<file path="config.mk">
export PLATFORM = sky130hd
export DESIGN_NAME = ls_pkt_tx
export DESIGN_NICKNAME = d
export VERILOG_FILES = /design/src/rtl/ls_tx_pkg.sv /design/src/rtl/ls_tx_bit_timer.sv /design/src/rtl/ls_tx_byte_feed.sv /design/src/rtl/ls_tx_nrzi_enc.sv /design/src/rtl/ls_pkt_tx.sv
export SDC_FILE = /design/constraint.sdc
export NUM_CORES = 1
export LEC_CHECK = 0
export ABC_AREA = 0
export BUFFER_PORTS_ARGS = -buffer_cell sky130_fd_sc_hd__clkbuf_2
export CAP_MARGIN = 0
export CELL_PAD_IN_SITES_DETAIL_PLACEMENT = 0
export CELL_PAD_IN_SITES_GLOBAL_PLACEMENT = 1
export CORE_MARGIN = 8
export CORE_UTILIZATION = 39
export CTS_CLUSTER_DIAMETER = 80
export DETAILED_ROUTE_END_ITERATION = 8
export PLACE_DENSITY = 0.8
export SLEW_MARGIN = 20
export SYNTH_ARGS = -nofsm -noshare
export SYNTH_HDL_FRONTEND = slang
export SYNTH_SLANG_ARGS = --single-unit
</file>
<file path="constraint.sdc">
create_clock -name clk -period 1.81 [get_ports clk]
set_input_delay 0.0905 -clock clk [delete_from_list [all_inputs] [get_ports clk]]
set_output_delay 0.0905 -clock clk [all_outputs]
set_load 0.03 [all_outputs]
</file>
<file path="src/rtl/ls_tx_pkg.sv">
package ls_tx_pkg;
  typedef enum logic [2:0] {
    ST_IDLE,
    ST_PRE,
    ST_LEAD,
    ST_SEND,
    ST_EOP
  } tx_state_t;
endpackage

</file>
<file path="src/rtl/ls_tx_bit_timer.sv">
module ls_tx_bit_timer #(
  parameter int CLKS_PER_BIT = 10
) (
  input  logic clk,
  input  logic rst,
  input  logic run_i,
  output logic wrap_o
);
  localparam int TW = (CLKS_PER_BIT > 1) ? $clog2(CLKS_PER_BIT) : 1;
  localparam logic [TW-1:0] LAST = TW'(CLKS_PER_BIT - 1);

  logic [TW-1:0] tick;

  always_ff @(posedge clk) begin
    if (rst || !run_i) tick <= '0;
    else if (tick == LAST) tick <= '0;
    else tick <= tick + 1'b1;
  end

  assign wrap_o = run_i && (tick == LAST);

  // symbol period counter stays inside one bit time
  a_r3_tick_range: assert property (@(posedge clk) disable iff (rst)
    tick <= LAST);
endmodule

</file>
<file path="src/rtl/ls_tx_byte_feed.sv">
module ls_tx_byte_feed #(
  parameter int          CNT_W     = 4,
  parameter logic [7:0]  SYNC_BYTE = 8'h80
) (
  input  logic             clk,
  input  logic             rst,
  input  logic             load_i,
  input  logic [CNT_W-1:0] count_i,
  input  logic             take_i,
  input  logic [7:0]       data_i,
  output logic             req_o,
  output logic             bit_o,
  output logic             more_o
);
  localparam logic [CNT_W-1:0] ONE = CNT_W'(1);

  logic [7:0]       sh;
  logic [7:0]       hold;
  logic [2:0]       bidx;
  logic [CNT_W-1:0] left;

  always_ff @(posedge clk) begin
    if (rst) begin
      sh     <= '0;
      hold   <= '0;
      bidx   <= '0;
      left   <= '0;
      more_o <= 1'b0;
      req_o  <= 1'b0;
    end else begin
      req_o <= 1'b0;
      if (req_o) hold <= data_i;
      if (load_i) begin
        sh     <= SYNC_BYTE;
        bidx   <= '0;
        left   <= count_i - ONE;
        more_o <= 1'b1;
        req_o  <= 1'b1;
      end else if (take_i) begin
        if (bidx == 3'd7) begin
          if (left != '0) begin
            sh    <= hold;
            left  <= left - ONE;
            bidx  <= '0;
            req_o <= (left > ONE);
          end else begin
            more_o <= 1'b0;
          end
        end else begin
          sh   <= {1'b0, sh[7:1]};
          bidx <= bidx + 3'd1;
        end
      end
    end
  end

  assign bit_o = sh[0];

  // the encoder consumes a bit only while bits remain
  a_r3_take_needs_bits: assert property (@(posedge clk) disable iff (rst)
    take_i |-> more_o);
  // a fetch request never coincides with a byte hand-over
  a_r3_req_not_on_take: assert property (@(posedge clk) disable iff (rst)
    req_o |-> !take_i);
endmodule

</file>
<file path="src/rtl/ls_tx_nrzi_enc.sv">
module ls_tx_nrzi_enc #(
  parameter int RUN_MAX = 6
) (
  input  logic clk,
  input  logic rst,
  input  logic init_i,
  input  logic adv_i,
  input  logic bit_i,
  input  logic more_i,
  output logic take_o,
  output logic fin_o,
  output logic nxt_j_o
);
  localparam int OW = $clog2(RUN_MAX + 1);
  localparam logic [OW-1:0] RUN_LIM = OW'(RUN_MAX);

  logic [OW-1:0] ones;
  logic          line_j;
  logic          stuff;

  assign stuff  = (ones == RUN_LIM);
  assign take_o = adv_i && !stuff && more_i;
  assign fin_o  = !stuff && !more_i;

  always_comb begin
    if (stuff) nxt_j_o = !line_j;
    else if (more_i && !bit_i) nxt_j_o = !line_j;
    else nxt_j_o = line_j;
  end

  always_ff @(posedge clk) begin
    if (rst || init_i) begin
      ones   <= '0;
      line_j <= 1'b1;
    end else if (adv_i) begin
      line_j <= nxt_j_o;
      if (stuff) ones <= '0;
      else if (more_i) ones <= bit_i ? ones + 1'b1 : '0;
    end
  end

  // the run of ones never passes the stuffing limit
  a_r5_run_bound: assert property (@(posedge clk) disable iff (rst)
    ones <= RUN_LIM);
endmodule

</file>
<file path="src/rtl/ls_pkt_tx.sv">
module ls_pkt_tx
  import ls_tx_pkg::*;
#(
  parameter int         CLKS_PER_BIT = 10,
  parameter int         MIN_BYTES    = 2,
  parameter int         MAX_BYTES    = 12,
  parameter int         HS_BYTES     = 2,
  parameter int         SE0_BITS     = 2,
  parameter int         RUN_MAX      = 6,
  parameter logic [7:0] SYNC_BYTE    = 8'h80,
  parameter int         CNT_W        = $clog2(MAX_BYTES + 1)
) (
  input  logic             clk,
  input  logic             rst,
  input  logic             start_i,
  input  logic [CNT_W-1:0] byte_count_i,
  input  logic [7:0]       byte_data_i,
  output logic             byte_req_o,
  input  logic             rx_edge_i,
  input  logic             rx_clr_i,
  output logic             dp_o,
  output logic             dm_o,
  output logic             oe_o,
  output logic             busy_o,
  output logic             done_o,
  output logic             addr_commit_o,
  output logic             rx_flag_o
);
  localparam int EW = $clog2(SE0_BITS + 1);
  localparam logic [EW-1:0] EOP_LAST = EW'(SE0_BITS);
  localparam logic [EW-1:0] J_AT     = EW'(SE0_BITS - 1);

  tx_state_t     state;
  logic [EW-1:0] eop_cnt;
  logic          is_data;
  logic          accept, wrap, tmr_run, sym_adv, release_now;
  logic          take, fin, nxt_j, cur_bit, more;

  assign accept = (state == ST_IDLE) && start_i &&
                  (byte_count_i >= CNT_W'(MIN_BYTES)) &&
                  (byte_count_i <= CNT_W'(MAX_BYTES));
  assign tmr_run = (state == ST_LEAD) || (state == ST_SEND) || (state == ST_EOP);
  assign sym_adv = wrap && ((state == ST_LEAD) || (state == ST_SEND));
  assign release_now = (state == ST_EOP) && wrap && (eop_cnt == EOP_LAST);

  ls_tx_bit_timer #(.CLKS_PER_BIT(CLKS_PER_BIT)) timer_i (
    .clk(clk), .rst(rst), .run_i(tmr_run), .wrap_o(wrap)
  );

  ls_tx_byte_feed #(.CNT_W(CNT_W), .SYNC_BYTE(SYNC_BYTE)) feed_i (
    .clk(clk), .rst(rst), .load_i(accept), .count_i(byte_count_i),
    .take_i(take), .data_i(byte_data_i), .req_o(byte_req_o),
    .bit_o(cur_bit), .more_o(more)
  );

  ls_tx_nrzi_enc #(.RUN_MAX(RUN_MAX)) enc_i (
    .clk(clk), .rst(rst), .init_i(accept), .adv_i(sym_adv),
    .bit_i(cur_bit), .more_i(more), .take_o(take), .fin_o(fin),
    .nxt_j_o(nxt_j)
  );

  always_ff @(posedge clk) begin
    if (rst) begin
      state         <= ST_IDLE;
      dp_o          <= 1'b0;
      dm_o          <= 1'b0;
      oe_o          <= 1'b0;
      busy_o        <= 1'b0;
      done_o        <= 1'b0;
      addr_commit_o <= 1'b0;
      is_data       <= 1'b0;
      eop_cnt       <= '0;
    end else begin
      done_o        <= 1'b0;
      addr_commit_o <= 1'b0;
      unique case (state)
        ST_IDLE: if (accept) begin
          state   <= ST_PRE;
          dp_o    <= 1'b0;
          dm_o    <= 1'b1;
          busy_o  <= 1'b1;
          is_data <= (byte_count_i > CNT_W'(HS_BYTES));
        end
        ST_PRE: begin
          state <= ST_LEAD;
          oe_o  <= 1'b1;
        end
        ST_LEAD: if (wrap) begin
          state <= ST_SEND;
          dp_o  <= !nxt_j;
          dm_o  <= nxt_j;
        end
        ST_SEND: if (wrap) begin
          if (fin) begin
            state   <= ST_EOP;
            eop_cnt <= '0;
            dp_o    <= 1'b0;
            dm_o    <= 1'b0;
          end else begin
            dp_o <= !nxt_j;
            dm_o <= nxt_j;
          end
        end
        ST_EOP: if (wrap) begin
          if (eop_cnt == EOP_LAST) begin
            state         <= ST_IDLE;
            oe_o          <= 1'b0;
            dp_o          <= 1'b0;
            dm_o          <= 1'b0;
            busy_o        <= 1'b0;
            done_o        <= 1'b1;
            addr_commit_o <= is_data;
          end else begin
            eop_cnt <= eop_cnt + 1'b1;
            if (eop_cnt == J_AT) begin
              dp_o <= 1'b0;
              dm_o <= 1'b1;
            end
          end
        end
        default: state <= ST_IDLE;
      endcase
    end
  end

  always_ff @(posedge clk) begin
    if (rst || release_now || rx_clr_i) rx_flag_o <= 1'b0;
    else if (rx_edge_i) rx_flag_o <= 1'b1;
  end

  // drivers switch on only onto a J level that was already preset
  a_r2_take_bus_in_j: assert property (@(posedge clk) disable iff (rst)
    $rose(oe_o) |-> (!dp_o && dm_o && !$past(dp_o) && $past(dm_o)));
  // no SE1 while driving
  a_r10_no_se1: assert property (@(posedge clk) disable iff (rst)
    oe_o |-> !(dp_o && dm_o));
  // release leaves both lines low and follows a J symbol
  a_r6_release_low: assert property (@(posedge clk) disable iff (rst)
    $fell(oe_o) |-> (!dp_o && !dm_o && $past(dm_o) && !$past(dp_o)));
  // completion is a one-cycle pulse
  a_r7_done_pulse: assert property (@(posedge clk) disable iff (rst)
    done_o |=> !done_o);
  // drivers are enabled only during a packet
  a_r7_oe_in_busy: assert property (@(posedge clk) disable iff (rst)
    oe_o |-> busy_o);
  // address commit only with completion
  a_r8_commit_with_done: assert property (@(posedge clk) disable iff (rst)
    addr_commit_o |-> done_o);
  // flag is low right after a packet is released
  a_r9_flag_cleared: assert property (@(posedge clk) disable iff (rst)
    $fell(busy_o) |-> !rx_flag_o);
endmodule

</file>
==> flow_summary.ini, run 1 <==
[setup_path]
worst_ep_arrival_time_ps = 1950
path_class = reg -> reg
critPathCaptureType = register
worstSetupStartpointType = register
worstPathRequired_ps = 2040
cp_max_fo = 8

[logic_synthesis]
synth_nets = 271
synth.avg_cell_area_um2 = 8.93
synth.area.top_cells = dfxtp_1 42%, mux2i_1 7.8%, nor2_1 7.3%
synthArstFlopShare_pct = 0
synth_largest_area_cell = dfxtp_1
ys_seq_area_share_pct = 42.4
yosys_warnings = 0
synth_cell_types = 49
syn_inst = 243
synth.top_cell.area_share_pct = 42.4
synth_edf_count = 0
ys_ff_latch = 46
synth_flop_cell = dfxtp_1
syn-cell-area_mm2 = 0.00217

[power]
power_leakage_nw = 0.957
ir_worst_vdd_v = 0.000326
p_per_area_mw_per_mm2 = 755

[timing]
finalHoldViolCount = 0
slew_viol_final = 0
worst_pin_slew_ps = 529
final.period_utilization_pct = 95.1
period_minus_slack_ps = 1720
clock_skew_ps = 6.12
finalSetupTns_ps = 0
max_slew_margin_pct = 64.7
rsz0062_at_grt = true
fmax_ghz = 0.581
finalSetupViolations = 0

[layout]
fillers = 539
finalNetCount = 302
finish.utilization_pct = 46.2
diodes = 0
final_cell_mix = 43 x dfxtp_1, 42 x nor2_1, 24 x clkbuf_2
drive_gt1_share_pct = 18.6
final_cells = 346
fin_area_mm2 = 0.00251
syn_to_final_growth_pct = 15.9
final_common_cell = dfxtp_1

[floorplan]
chipHeight_um = 90.6
std_cell_rows = 27
start_util_pct = 39.9
core_mm2 = 0.00544
die_area_mm2 = 0.00821
ioPinCount = 25
fp.dieW_um = 90.6

[grt]
grt_pass1_wl_um = 7610
gr-total-overflow = 0
grt_max_degree = 21
grt_antenna_before_repair = 0
grt_pass1_vias = 1650
grtUsageTotal_pct = 11.1

[outcome]
status = completed

[cts]
cts_max_level = 2
numCtsBuffers = 5
cts_sinks = 46
clk_path_buf_depth = 2
clkTransAtPathRegs_ps = 80
root_buffer = clkbuf_8
cts_tree = yes
worstSkewPairLatency_ps = 300

[routing]
ant_nets = 0
first_iter_violations = 74
viasPerCell = 4.95
dr.pass1.iters = 5
wl_per_cell_um = 12.3
drt_wl_total_um = 4250
vias = 1714
drc_errors = 0

[placed_design]
placed_area_mm2 = 0.00242
io_buffer_count = 24
place_inst = 338
place_congestion = 0.748
hpwl_um = 3090

[job]
drv_cap = 0

[min_path]
hold_class = in -> reg
[worst max-delay path: stages, from the launching register on]
cell and delay [ps]:
dfxtp_2 360, or3b_1 420, o21bai_1 180, a21o_2 180, or4b_1 430, o21ai_0 90
[cells in the mapped netlist, types with 3 or more instances]
library cell	n
a211oi_1	11
a21oi_1	11
and2_1	3
buf_1	3
clkbuf_1	5
dfxtp_1	46
ha_1	11
inv_1	8
mux2i_1	17
nand2_1	11
nand2b_1	5
nand3_1	4
nand3b_1	3
nand4_1	3
nor2_1	42
nor3_1	9
nor3b_1	4
o21ai_0	7
xnor2_1	3
xor2_1	5
[flip-flops by register name (all words and copies together), names as in the netlist]
register and cells:
timer_i.tick 4, dm_o 1, dp_o 1, feed_i.hold 8, feed_i.bidx 3, eop_cnt 2, addr_commit_o 1, state 3
busy_o 1, enc_i.ones 3, feed_i.sh 8, done_o 1, oe_o 1, feed_i.req_o 1, rx_flag_o 1, enc_i.line_j 1
is_data 1, feed_i.left 4, feed_i.more_o 1
[where the power goes]
group | switching (mW) | leakage [nW] | total (mW) | internal [mW]
Sequential | 0.0362 | 0.375 | 1.09 | 1.05
Clock | 0.328 | 0.0383 | 0.595 | 0.266
Combinational | 0.122 | 0.543 | 0.218 | 0.0965
Total | 0.486 | 0.957 | 1.90 | 1.41
[through the flow]
step	hold WS, ps	total power, mW	setup slack [ps]
6_report	24.6	1.90	89.1
5_1_grt	33.7	2.00	-4.82
4_1_cts	19.6	1.92	49.3
3_5_place_dp	259	1.32	89.7
3_3_place_gp	255	1.32	49.8
2_1_floorplan	169	1.25	122
[area by class of cell]
type / instances / area (µm²) / share of cell area, %
Sequential cell: 46 / 925 / 36.8
Clock buffer: 7 / 76.3 / 3.03
Multi-Input combinational cell: 176 / 1160 / 46.2
Tap cell: 72 / 90.1 / 3.58
Timing Repair Buffer: 37 / 233 / 9.25
Inverter: 8 / 30.0 / 1.19
[metal layers]
layer / GRT usage (%) / wire length (µm) / up-vias
li1: - / - / 907
met1: 13.3 / 2080 / 780
met2: 18.0 / 1900 / 19
met3: 2.99 / 192 / 8
met4: 5.41 / 78 / 0
met5: 0 / 0 / -
[repair_timing]
item                                    in CTS  in global routing
hold endpoints to repair                     1                  0
setup buffers                                0                  0
endpoints found under the setup margin       0                  8
hold buffers                                 1                  0
gates resized for setup                      0                  7
[worst paths after layout]
kind,from,endpoint,slack [ps],cells after the start
max,state[1],dp_o,90,5
min,byte_data_i[4],feed_i.hold[4],20,3
min reg2reg,is_data,addr_commit_o,460,1
max reg2reg,state[1],dp_o,90,5
[logic make-up after synthesis]
group / count (synthesis) / synth area share [%]
DFF: 46 / 42.4
adders and majority gates: 11 / 6.34
xor gates and xnor gates: 8 / 3.23
muxes: 17 / 7.84
buffers and inverters: 21 / 4.44
AOI/OAI and AO/OA: 43 / 13.2
and+or+nand+nor: 97 / 22.5
Note: power is estimated with default switching activity, not from simulation.
==> run 2: changes to the inputs <==
Settings changed: CORE_ASPECT_RATIO set to 0.6, HOLD_SLACK_MARGIN set to 0.06.
==> run 2 against run 1 <==
  * Core utilization up 1.4 points
  * First-iteration DRC count down 1.4%
  * Count of clock-buffer cells in the layout down 2
  * Non-clock buffer count up 7
  * Largest power group unchanged
  * Critical path depth unchanged
  * Clock power up 4.4%
  * Critical path type unchanged
==> flow_summary.ini, run 2 (synthesized netlist as in run 1, its figures left out) <==
[cts]
clkTransAtPathRegs_ps = 90
numCtsBuffers = 5
post_cts_buffers = 0
clk_path_buf_depth = 2
cts_tree = yes
root_buffer = clkbuf_8
cts_max_level = 2
worstSkewPairLatency_ps = 300
cts_sinks = 46

[timing]
finalHoldViolCount = 0
rsz0062_at_grt = false
finalSetupTns_ps = 0
max_slew_margin_pct = 65.1
final.period_utilization_pct = 95.7
slew_viol_final = 0
fmax_ghz = 0.577
worst_pin_slew_ps = 523
clock_skew_ps = 8.72
period_minus_slack_ps = 1730
finalSetupViolations = 0

[grt]
grt_util_met1_pct = 16.2
use_met3_pct = 3.20
grt_util_met2_pct = 16.5
grtUsageTotal_pct = 11.6
gr-total-overflow = 0
grt_pass1_wl_um = 7760
grt_pass1_vias = 1669
grt_max_degree = 17
grt.busiest_layer = met2
grt_antenna_before_repair = 0

[routing]
ant_nets = 0
drc_errors = 0
drt_wl_total_um = 4530
dr.pass1.iters = 4
vias = 1759
first_iter_violations = 73
wl_per_cell_um = 12.9
viasPerCell = 5.01

[power]
power_leakage_nw = 0.991
intPower_mw = 1.43
p_per_area_mw_per_mm2 = 745
clkPwrFrac_pct = 32.0
pwr-share-comb_pct = 12.1
p_sw_share_pct = 26.4
power.net_switching_mw = 0.513
seqPwrFrac_pct = 55.9
ir_worst_vdd_v = 0.000357

[layout]
top_regs = feed_i.hold x8, feed_i.sh x8
diodes = 0
final_cells = 351
syn_to_final_growth_pct = 20.0
final_cell_mix = 44 x dfxtp_1, 42 x nor2_1, 24 x clkbuf_2
drive_gt1_share_pct = 18.4
finalNetCount = 309
final_common_cell = dfxtp_1

[placed_design]
place_congestion = 0.742
place_inst = 333
io_buffer_count = 24
hpwl_um = 3380

[job]
drv_cap = 0

[setup_path]
worst_ep_arrival_time_ps = 1960
cp_max_fo = 6
cpMaxStageDelayCell = or3b_1
crit_path_cell_trace = or3b_1 > o21bai_1 > a21o_2 > or4b_1 > o21ai_0
path_class = reg -> reg
cpPeakStageDelay_ps = 420
worstSetupStartpointType = register
critPathCaptureType = register
worstPathRequired_ps = 2040

[floorplan]
ioPinCount = 25
die_area_mm2 = 0.00828
fp.dieW_um = 112
chipHeight_um = 73.8
start_util_pct = 39.7
std_cell_rows = 21
core_mm2 = 0.00547

[min_path]
hold_class = in -> reg

[outcome]
status = completed
[run 2: cell types whose count changed in the layout (fill, tap and decap cells not counted), sizes merged]
cell,before,now
buf,12,10
clkbuf,31,29
clkinv,0,2
clkinvlp,0,1
dlygate4sd3,1,10
[run 2: worst paths after layout]
path	startpoint	to	slack, ps	cells after the start
max	state[2]	dp_o	80	5
min	byte_count_i[0]	feed_i.left[0]	130	4
max reg2reg	state[2]	dp_o	80	5
min reg2reg	timer_i.tick[0]	timer_i.tick[0]	440	1
[run 2: power by group through the flow]
stage          Clock (mW)  Combinational [mW]  Sequential (mW)
2_1_floorplan           0               0.140             1.11
3_3_place_gp            0               0.217             1.11
3_5_place_dp            0               0.217             1.11
4_1_cts             0.643               0.236             1.08
5_1_grt             0.685               0.262             1.09
6_report            0.621               0.235             1.08
[run 2: critical path, delay by kind of cell (launching register included)]
family	cells	cell delay [ps]
AO/OA/AOI/OAI	3	420
flip-flops	1	410
AND/OR/NAND/NOR	2	840
[run 2: final cells by class]
cell class                      instances  area [µm²]
Inverter                                8        30.0
Timing Repair Buffer                   44         312
Clock inverter                          3        21.3
Multi-Input combinational cell        176        1160
Clock buffer                            5        68.8
Sequential cell                        46         923
Fill cell                             531        2860
Tap cell                               69        86.3
[run 2: per-layer routing]
| layer | wire (µm) | vias up |
|---|---|---|
| met5 | 0 | - |
| met4 | 53 | 0 |
| met3 | 225 | 5 |
| met2 | 1730 | 40 |
| met1 | 2530 | 786 |
| li1 | - | 928 |
[run 2: repair_timing]
item | CTS | global route
hold buffers | 10 | 0
hold endpoints to repair | 9 | 0
endpoints found under the setup margin | 0 | 10
resized for setup | 0 | 7
[run 2: per-stage QoR]
stage / utilization, % / total power, mW / hold WS [ps] / setup WS, ps / area [µm²]
6_report: 47.6 / 1.94 / 127 / 77.9 / 2600
4_1_cts: 47.3 / 1.96 / 124 / 45.8 / 2590
5_1_grt: 47.6 / 2.04 / 140 / 4.38 / 2600
3_5_place_dp: 43.9 / 1.32 / 267 / 82.5 / 2400
3_3_place_gp: 43.9 / 1.32 / 255 / 125 / 2400
2_1_floorplan: - / 1.25 / 169 / 122 / 2170
